--- config.mk ---
export PLATFORM = sky130hd
export DESIGN_NAME = clk_refresh_sched
export DESIGN_NICKNAME = d
export VERILOG_FILES = /design/src/rtl/clkref_pkg.sv /design/src/rtl/bus_cycle_ticker.sv /design/src/rtl/frame_slot_sched.sv /design/src/rtl/refresh_row_counter.sv /design/src/rtl/phase_out_gen.sv /design/src/rtl/clk_refresh_sched.sv
export SDC_FILE = /design/constraint.sdc
export NUM_CORES = 1
export LEC_CHECK = 0
export BUFFER_PORTS_ARGS = -buffer_cell sky130_fd_sc_hd__clkbuf_2
export CORE_UTILIZATION = 50
export DETAILED_ROUTE_END_ITERATION = 8
export GPL_ROUTABILITY_DRIVEN = 1
export GPL_TIMING_DRIVEN = 0
export HOLD_SLACK_MARGIN = 0.06
export PLACE_DENSITY_LB_ADDON = 0.12
export SLEW_MARGIN = 20
export SYNTH_ARGS = -nofsm -noshare
export SYNTH_HDL_FRONTEND = slang
export SYNTH_SLANG_ARGS = --single-unit
--- constraint.sdc ---
create_clock -name clk -period 1.8 [get_ports clk]
set_clock_uncertainty 0.05 [all_clocks]
set_input_delay 0.27 -clock clk [delete_from_list [all_inputs] [get_ports clk]]
set_output_delay 0.27 -clock clk [all_outputs]
set_load 0.05 [all_outputs]
--- src/rtl/clkref_pkg.sv ---
// Package: shared types and helpers for the clock phase and refresh scheduler.
// Assumes: callers pass non-negative frame positions.
package clkref_pkg;

    // Registered clock outputs, grouped for one assignment.
    typedef struct packed {
        logic phi0;
        logic phi1;
        logic phi2;
        logic ref_n;
    } clk_outs_t;

    // True when a frame position is one of the stolen refresh slots.
    function automatic logic is_refresh_slot(input int pos, input int spacing, input int count);
        return ((pos % spacing) == 0) && (pos < spacing * count);
    endfunction

endpackage

--- src/rtl/bus_cycle_ticker.sv ---
// Module: bus_cycle_ticker
// Counts master clocks within one bus cycle and flags the last one.
// Assumes: PH1 and PH2 are both at least 1.
module bus_cycle_ticker #(
    parameter int PH1 = 7,
    parameter int PH2 = 7,
    localparam int TOTAL = PH1 + PH2,
    localparam int TW = $clog2(TOTAL)
) (
    input  logic          clk,
    input  logic          rst_n,
    output logic [TW-1:0] tick_nxt,
    output logic          last
);

    logic [TW-1:0] tick_q;

    // Decode the final clock of the bus cycle and the following position.
    always_comb begin
        last     = (tick_q == TW'(TOTAL - 1));
        tick_nxt = last ? '0 : tick_q + 1'b1;
    end

    // Advance the position each master clock; reset to clock 0.
    always_ff @(posedge clk) begin
        if (!rst_n) tick_q <= '0;
        else        tick_q <= tick_nxt;
    end

    p_tick_range_r2: assert property (@(posedge clk) disable iff (!rst_n)
        int'(tick_q) < TOTAL);

endmodule

--- src/rtl/frame_slot_sched.sv ---
// Module: frame_slot_sched
// Tracks the bus cycle position within the refresh frame and reports
// whether the coming cycle is a refresh cycle or follows one.
// Assumes: adv pulses once per bus cycle on its last clock.
module frame_slot_sched
    import clkref_pkg::*;
#(
    parameter int FRAME_LEN = 65,
    parameter int SPACING   = 16,
    parameter int SLOTS     = 4,
    parameter int START_POS = 1,
    localparam int FW = $clog2(FRAME_LEN)
) (
    input  logic clk,
    input  logic rst_n,
    input  logic adv,
    output logic refresh_nxt,
    output logic tail_nxt,
    output logic refresh_done
);

    logic [FW-1:0] frame_q, frame_nxt;
    logic          tail_q;
    logic          slot_now;

    // Classify the current and next frame positions.
    always_comb begin
        slot_now     = is_refresh_slot(int'(frame_q), SPACING, SLOTS);
        frame_nxt    = !adv ? frame_q :
                       (frame_q == FW'(FRAME_LEN - 1)) ? '0 : frame_q + 1'b1;
        refresh_nxt  = is_refresh_slot(int'(frame_nxt), SPACING, SLOTS);
        tail_nxt     = adv ? slot_now : tail_q;
        refresh_done = adv && slot_now;
    end

    // Hold the frame position and the previous-cycle refresh flag.
    always_ff @(posedge clk) begin
        if (!rst_n) begin
            frame_q <= FW'(START_POS);
            tail_q  <= 1'b0;
        end else begin
            frame_q <= frame_nxt;
            tail_q  <= tail_nxt;
        end
    end

    p_frame_range_r4: assert property (@(posedge clk) disable iff (!rst_n)
        int'(frame_q) < FRAME_LEN);
    p_tail_follows_r7: assert property (@(posedge clk) disable iff (!rst_n)
        refresh_done |=> tail_q);

endmodule

--- src/rtl/refresh_row_counter.sv ---
// Module: refresh_row_counter
// Holds the row address for memory refresh; steps once per refresh.
// Assumes: inc is a single-clock pulse.
module refresh_row_counter #(
    parameter int RW = 7
) (
    input  logic          clk,
    input  logic          rst_n,
    input  logic          inc,
    output logic [RW-1:0] row
);

    // Count completed refresh cycles, wrapping at the counter width.
    always_ff @(posedge clk) begin
        if (!rst_n)   row <= '0;
        else if (inc) row <= row + 1'b1;
    end

    p_row_step_r8: assert property (@(posedge clk) disable iff (!rst_n)
        (row != $past(row)) |-> (row == RW'($past(row) + 1'b1)));

endmodule

--- src/rtl/phase_out_gen.sv ---
// Module: phase_out_gen
// Registers the processor phases, the memory clock and the refresh strobe
// from the next-state cycle position, so outputs line up with the counters.
// Assumes: STROBE_OFS lies inside phase one.
module phase_out_gen
    import clkref_pkg::*;
#(
    parameter int PH1        = 7,
    parameter int STROBE_OFS = 2,
    parameter int TW         = 4
) (
    input  logic          clk,
    input  logic          rst_n,
    input  logic [TW-1:0] tick_nxt,
    input  logic          refresh_nxt,
    input  logic          tail_nxt,
    output clk_outs_t     outs
);

    clk_outs_t d;
    logic      in_ph1;

    // Decode the outputs for the coming master clock.
    always_comb begin
        in_ph1  = int'(tick_nxt) < PH1;
        d.phi1  = in_ph1 || refresh_nxt;
        d.phi2  = !in_ph1 && !refresh_nxt;
        d.phi0  = !in_ph1;
        d.ref_n = !((refresh_nxt && int'(tick_nxt) >= STROBE_OFS) ||
                    (tail_nxt && int'(tick_nxt) < STROBE_OFS));
    end

    // Register the outputs; reset parks in phase one with the strobe idle.
    always_ff @(posedge clk) begin
        if (!rst_n) outs <= '{phi0: 1'b0, phi1: 1'b1, phi2: 1'b0, ref_n: 1'b1};
        else        outs <= d;
    end

    p_no_overlap_r3: assert property (@(posedge clk) disable iff (!rst_n)
        !(outs.phi1 && outs.phi2));
    p_phi2_needs_phi0_r6: assert property (@(posedge clk) disable iff (!rst_n)
        outs.phi2 |-> outs.phi0);
    p_strobe_blocks_phi2_r5: assert property (@(posedge clk) disable iff (!rst_n)
        !outs.ref_n |-> !outs.phi2);

endmodule

--- src/rtl/clk_refresh_sched.sv ---
// Module: clk_refresh_sched (top)
// Derives two processor clock phases, a free-running memory clock, a refresh
// strobe and a refresh row address from a master clock. It steals
// SLOT_COUNT of every FRAME_CYCLES bus cycles for refresh.
// Assumes: a free-running master clock; synchronous active-low reset.
module clk_refresh_sched
    import clkref_pkg::*;
#(
    parameter int PH1_TICKS    = 7,
    parameter int PH2_TICKS    = 7,
    parameter int STROBE_DELAY = 2,
    parameter int FRAME_CYCLES = 65,
    parameter int SLOT_SPACING = 16,
    parameter int SLOT_COUNT   = 4,
    parameter int START_POS    = 1,
    parameter int ROW_W        = 7
) (
    input  logic             clk,
    input  logic             rst_n,
    output logic             phi0,
    output logic             phi1,
    output logic             phi2,
    output logic             ref_n,
    output logic [ROW_W-1:0] row
);

    localparam int TW = $clog2(PH1_TICKS + PH2_TICKS);

    logic [TW-1:0] tick_nxt;
    logic          last_tick;
    logic          refresh_nxt, tail_nxt, refresh_done;
    clk_outs_t     outs;

    bus_cycle_ticker #(.PH1(PH1_TICKS), .PH2(PH2_TICKS)) u_ticker (
        .clk(clk), .rst_n(rst_n), .tick_nxt(tick_nxt), .last(last_tick)
    );

    frame_slot_sched #(
        .FRAME_LEN(FRAME_CYCLES), .SPACING(SLOT_SPACING),
        .SLOTS(SLOT_COUNT), .START_POS(START_POS)
    ) u_frame (
        .clk(clk), .rst_n(rst_n), .adv(last_tick),
        .refresh_nxt(refresh_nxt), .tail_nxt(tail_nxt),
        .refresh_done(refresh_done)
    );

    refresh_row_counter #(.RW(ROW_W)) u_row (
        .clk(clk), .rst_n(rst_n), .inc(refresh_done), .row(row)
    );

    phase_out_gen #(.PH1(PH1_TICKS), .STROBE_OFS(STROBE_DELAY), .TW(TW)) u_phase (
        .clk(clk), .rst_n(rst_n), .tick_nxt(tick_nxt),
        .refresh_nxt(refresh_nxt), .tail_nxt(tail_nxt), .outs(outs)
    );

    // Break the output bundle out onto the ports.
    always_comb begin
        phi0  = outs.phi0;
        phi1  = outs.phi1;
        phi2  = outs.phi2;
        ref_n = outs.ref_n;
    end

endmodule

**Yosys cells after proc, flatten, opt, wreduce, memory -nomap -nowiden**

Index checks and enable logic that the tools add are counted.

- Add/sub/neg operators: 3
- Equal/unequal tests: 2
- Reduce and logical (&&, ||, !) cells: 13
- Multiplexer cells: 4
- Magnitude comparators: 5

Operators by type and width:

| kind | number |
|---|---|
| logical NOT 32 bit | 2 |
| adder 7 x 1 -> 7 bit, second input constant | 2 |
| less-than comparator 7 bit, second input constant | 2 |
| 2-to-1 mux 7 bit | 2 |
| equality test 7 bit, second input constant | 1 |
| logical AND 1 bit | 6 |
| adder 4 x 1 -> 4 bit, second input constant | 1 |
| equality test 4 bit, second input constant | 1 |
| >= comparator 4 x 2 -> 1 bit, second input constant | 1 |
| less-than comparator 4 x 2 -> 1 bit, second input constant | 1 |
| less-than comparator 4 x 3 -> 1 bit, second input constant | 1 |
| 2-to-1 mux 4 bit | 1 |
| logical NOT 1 bit | 3 |
| logical OR 1 bit | 2 |
| 2-to-1 mux 1 bit | 1 |

- Output and inout port bits: 11
- Register bits after elaboration: 23

**Depth between registers and ports, before layout**

- Word-level depth: 8
- Depth in mapped cells: 7
- Mapped depth without buffers: 7

**Hierarchy**

From an unflattened synthesis, not the netlist that was laid out.

- Cells, all modules: 118
- Area, all modules: 1096.1 um2

By module, submodules not included:

| module | times used | sequential area each (um2) | area each (um2) | cells an instance |
|---|---|---|---|---|
| frame_slot_sched | 1 | 160.2 | 491.7 | 59 |
| refresh_row_counter | 1 | 140.1 | 290.3 | 29 |
| bus_cycle_ticker | 1 | 80.1 | 181.4 | 19 |
| phase_out_gen | 1 | 80.1 | 132.6 | 11 |

**Worst setup path after synthesis**

OpenSTA, ideal clock, no wires.

- Path kind: register to register
- Start point: register u_frame.frame_q[0]
- End point: register, netlist name u_phase.outs[1]
- Slack: -0.096 ns
- Arrival time: 1.717 ns
- Buffers on the path: 0
- Clock period less this slack: 1.896 ns
- Stages on the path, launching flop included: 8
- Cell sequence: dfxtp_1 inv_1 ha_1 or3b_4 or4b_4 o21ai_2 a32o_2 a31oi_1

- Word-level cells in the longest chain between the ends: 7
- Elaborated cells on any way between the ends: 9
- Those cells by class: add/sub (1); order compare (1); eq/ne (1); mux (2); reduce/logical (4)

Ends and longest elaborated chain:

| item | line | source |
|---|---|---|
| from (decl) | frame_slot_sched.sv:22 | `logic [FW-1:0] frame_q, frame_nxt;` |
| from (signal assigned) | frame_slot_sched.sv:39 | `frame_q <= FW'(START_POS);` |
| from (signal assigned) | frame_slot_sched.sv:42 | `frame_q <= frame_nxt;` |
| adder 7 x 1 -> 7 bit or equality test 7 bit (tied branches) | frame_slot_sched.sv:30 | `(frame_q == FW'(FRAME_LEN - 1)) ? '0 : frame_q + 1'b1;` |
| 2-to-1 mux 7 bit | frame_slot_sched.sv:30 |  |
| 2-to-1 mux 7 bit * | frame_slot_sched.sv:29 | `frame_nxt = !adv ? frame_q :` |
| less-than comparator 7 bit or logical NOT 32 bit (tied branches) | clkref_pkg.sv:15 | `return ((pos % spacing) == 0) && (pos < spacing * count);` |
| logical AND 1 bit * | clkref_pkg.sv:15 |  |
| logical NOT 1 bit * | phase_out_gen.sv:27 | `d.phi2 = !in_ph1 && !refresh_nxt;` |
| logical AND 1 bit * | phase_out_gen.sv:27 |  |

Mark *: on every way between the ends. The rest lies on a longest branch, timed or not.
A chain may end at the register's enable or synchronous reset.

**Worst setup path in the final report**

- Start point: register u_frame.frame_q[0]
- End point: register, netlist name u_phase.outs[2]

- Word-level cells in the longest chain between the ends: 6
- Elaborated cells on any way between the ends: 8
- Those cells by class: add/sub (1); order compare (1); eq/ne (1); mux (2); reduce/logical (3)

Ends and longest elaborated chain:

| item | line | source |
|---|---|---|
| adder 7 x 1 -> 7 bit or equality test 7 bit (tied branches) | frame_slot_sched.sv:30 |  |
| 2-to-1 mux 7 bit | frame_slot_sched.sv:30 |  |
| 2-to-1 mux 7 bit * | frame_slot_sched.sv:29 |  |
| less-than comparator 7 bit or logical NOT 32 bit (tied branches) | clkref_pkg.sv:15 |  |
| logical AND 1 bit * | clkref_pkg.sv:15 |  |
| logical OR 1 bit * | phase_out_gen.sv:26 | `d.phi1 = in_ph1 \|\| refresh_nxt;` |

Marked as above.

==> impl_metrics.yaml <==
timing:
  slew_violations: 0
  max_freq_mhz: 507
  setup_viol: 10
  setup_tns_ns: -1.42
  rsz0062_at_grt: "true"
  post-route-period-util: 1.10
  relSlewSlack: 0.673
  hold_violations: 0
  fin_crit_ns: 1.97
  fin_ws_ns: -0.173
  tightest_slew_ns: 0.489
hold_path:
  hold_path_class: "input port to register"
logic_synthesis:
  synth_edf_count: 0
  syn_area_per_cell_um2: 8.97
  synth_cells: 121
  synth_nets: 126
  synth_top_family_by_area: "simple AND/OR/NAND/NOR gates"
  yosys.area_share.simple: 0.272
  yosys.area.top_type: "dfxtp_1"
  ys_top_cells_by_area: "dfxtp_1, xor2_1, nor2b_1, nand2_1, ha_1"
  synth.distinct_cells: 34
  synth_area_um2: 1080
  ys.warnings.count: 0
  yosys.cell_count.top_type: "dfxtp_1"
  synth_top_area_frac: 0.424
  yosys-top-cells-count: "dfxtp_1, nand2_1"
  yosys_register_bits: 23
  ys.flop_type: "dfxtp_1"
  seq_area_frac_synth: 0.424
  async_reset_ff_frac: 0
  synthAdderAreaFrac: 0.0346
  synth_compound_area_frac: 0.121
  synth_xor_area_frac: 0.0807
  synth.area.mux_share: 0.0277
clock_tree:
  cts_hold_buffers: 0
  cts.path.max_buffers: 2
  clk_pin_slew_ns: 0.13
  cts_tree: "done"
  cts_root_buf: "clkbuf_4"
  cts_buffers: 3
  clock_sinks: 23
  insertion_delay_ns: 0.31
  htreeDepth: 1
critical_path:
  r2r_setup_slack_ns: -0.17
  r2r-end: "u_phase.outs[2]"
  critical_path.max_stage_delay_ns: 0.53
  cp_max_fo: 5
  critPathTopFamily: "simple AND/OR/NAND/NOR gates"
  r2r_cells: 7
  r2r_start: "u_frame.frame_q[0]"
  worst-path-stages: 7
  critPathCaptureType: "register"
  cp-endpoint: "u_phase.outs[2]"
  path_buf_inv: 1
  cp_cell_sequence: "inv_4, ha_4, or3b_4, or4b_4, o21ai_2, a32o_2, a31o_1"
  crit_path_start: "u_frame.frame_q[0]"
  worstSetupStartpointType: "register"
  critPathRequiredTime_ns: 2.02
  crit_arrival_ns: 2.19
  crit_type: "register to register"
  crit_slowest_cell: "or4b_4"
global_routing:
  overflow: 0
  grt_max_degree: 14
  grtUsageMet2: 0.340
  grt.busiest_layer: "met2"
  use_met3: 0.0377
  grt_pass1_wl_um: 3500
  grt_pass1_vias: 812
  antenna_found_initial: 0
  grtUsageTotal: 0.192
  grt_use_met1: 0.235
pwr:
  leakagePower_nw: 0.496
  ir_drop_uv: 418
  power_w: 0.000793
  p_per_area_nw_per_um2: 613
die:
  row_count: 16
  io_pins: 13
  fp.dieH_um: 48.6
  start_util: 0.542
  dieArea_um2: 2360
  core_area_um2: 2000
  die_w_um: 48.6
place:
  dp_slack_ns: -0.219
  numPortBuffers: 12
  globalplace.congestion: 0.871
  dp.cells: 160
  detailedPlacementHpwl_um: 1430
outcome:
  violations: "setup timing"
  outcome: "finished, violations left"
detailed_routing:
  wl_per_cell_um: 12.9
  route.detailed.drc: 0
  via_count: 890
  firstDrtPassIters: 4
  viasPerCell: 5.33
  routed_wirelength_um: 2160
  final_antenna_net_count: 0
  dr.first_iter.drc_count: 9
cells_and_area:
  layout.nets: 146
  finalNonFillerCells: 167
  syn2layout_area_growth_pct: 19.3
  drive_gt1_frac: 0.300
  num_antenna_cells: 0
  final_core_util: 0.646
  nFillCells: 185
run:
  maxCapViolations: 0
power breakdown:
| group | total, W | internal [W] | switching [W] |
|---|---|---|---|
| Combinational | 0.0000415 | 0.0000176 | 0.0000239 |
| Sequential | 0.000517 | 0.000513 | 0.00000424 |
| Clock | 0.000234 | 0.0000829 | 0.000151 |
per-layer routing:
| layer | vias to the layer above | part of all wire |
|---|---|---|
| met3 | 2 | 0.023 |
| met5 | - | 0 |
| met4 | 0 | 0.0046 |
| li1 | 459 | - |
| met2 | 16 | 0.48 |
| met1 | 413 | 0.49 |
sequential cells by signal, summed over array words and instances, names as in the netlist:
signal and cells:
u_phase.outs 4, u_frame.frame_q 7, u_ticker.tick_q 4, u_frame.tail_q 1, u_row.row 7
metrics by stage:
stage	hold slack, ns	instance area, um2
2_1_floorplan	0.348	1090
3_3_place_gp	0.439	1180
3_5_place_dp	0.447	1180
4_1_cts	0.259	1280
5_1_grt	0.265	1290
6_report	0.266	1290
cells in the final DEF, fill, tap and decap left out, drive strengths merged, types with 2 or more instances in the layout:
master / n
a21oi: 4
o21ai: 5
xnor2: 3
clkbuf: 18
xor2: 7
nor2b: 7
mux2i: 3
dfxtp: 23
a21boi: 3
a31oi: 3
nand2: 11
nor3b: 2
nor4: 3
nand3: 7
buf: 6
nor2: 7
ha: 3
inv: 4
nor3: 3
and2: 5
area by class of cell:
type                    count  area, um2  share of cell area
repair buffers             15       82.6              0.0638
inverters                   4       17.5              0.0135
plain buffers               6       30.0              0.0232
multi-input cells          88        634               0.490
well taps                  27       33.8              0.0261
flip-flops and latches     23        468               0.362
clock buffers               3       22.5              0.0174
clock inverters             1       5.00             0.00387
worst reg2reg max path, cell delays in order (launching register included):
cell and delay, ns:
dfxtp_4 0.38, inv_4 0.06, ha_4 0.12, or3b_4 0.42, or4b_4 0.53, o21ai_2 0.08, a32o_2 0.16, a31o_1 0.14
how the worst min path moves through the flow:
stage | end | slack, ns | start | cells after the start
after floorplan | u_phase.outs[3] | 0.35 | rst_n | 2
after global placement | u_frame.frame_q[1] | 0.44 | u_frame.frame_q[1] | 2
after detailed placement | u_frame.frame_q[1] | 0.45 | u_frame.frame_q[1] | 2
after CTS | u_frame.frame_q[1] | 0.26 | rst_n | 2
after global routing | u_frame.frame_q[1] | 0.27 | rst_n | 2
final | u_frame.frame_q[1] | 0.27 | rst_n | 2
kinds of logic after synthesis:
group / count (synthesis)
adders and majority gates: 3
and+or+nand+nor: 53
DFF: 23
xor gates and xnor gates: 10
AOI/OAI and AO/OA: 19
buffers and inverters: 10
muxes: 3
repair_timing:
action | CTS | global route
setup buffers | 3 | 0
endpoints found under the hold margin | 0 | 0
setup endpoints to repair | 17 | 15
pin swaps | 6 | 2
gates resized for setup | 10 | 4
No activity file was read; power rests on OpenSTA's default activity.
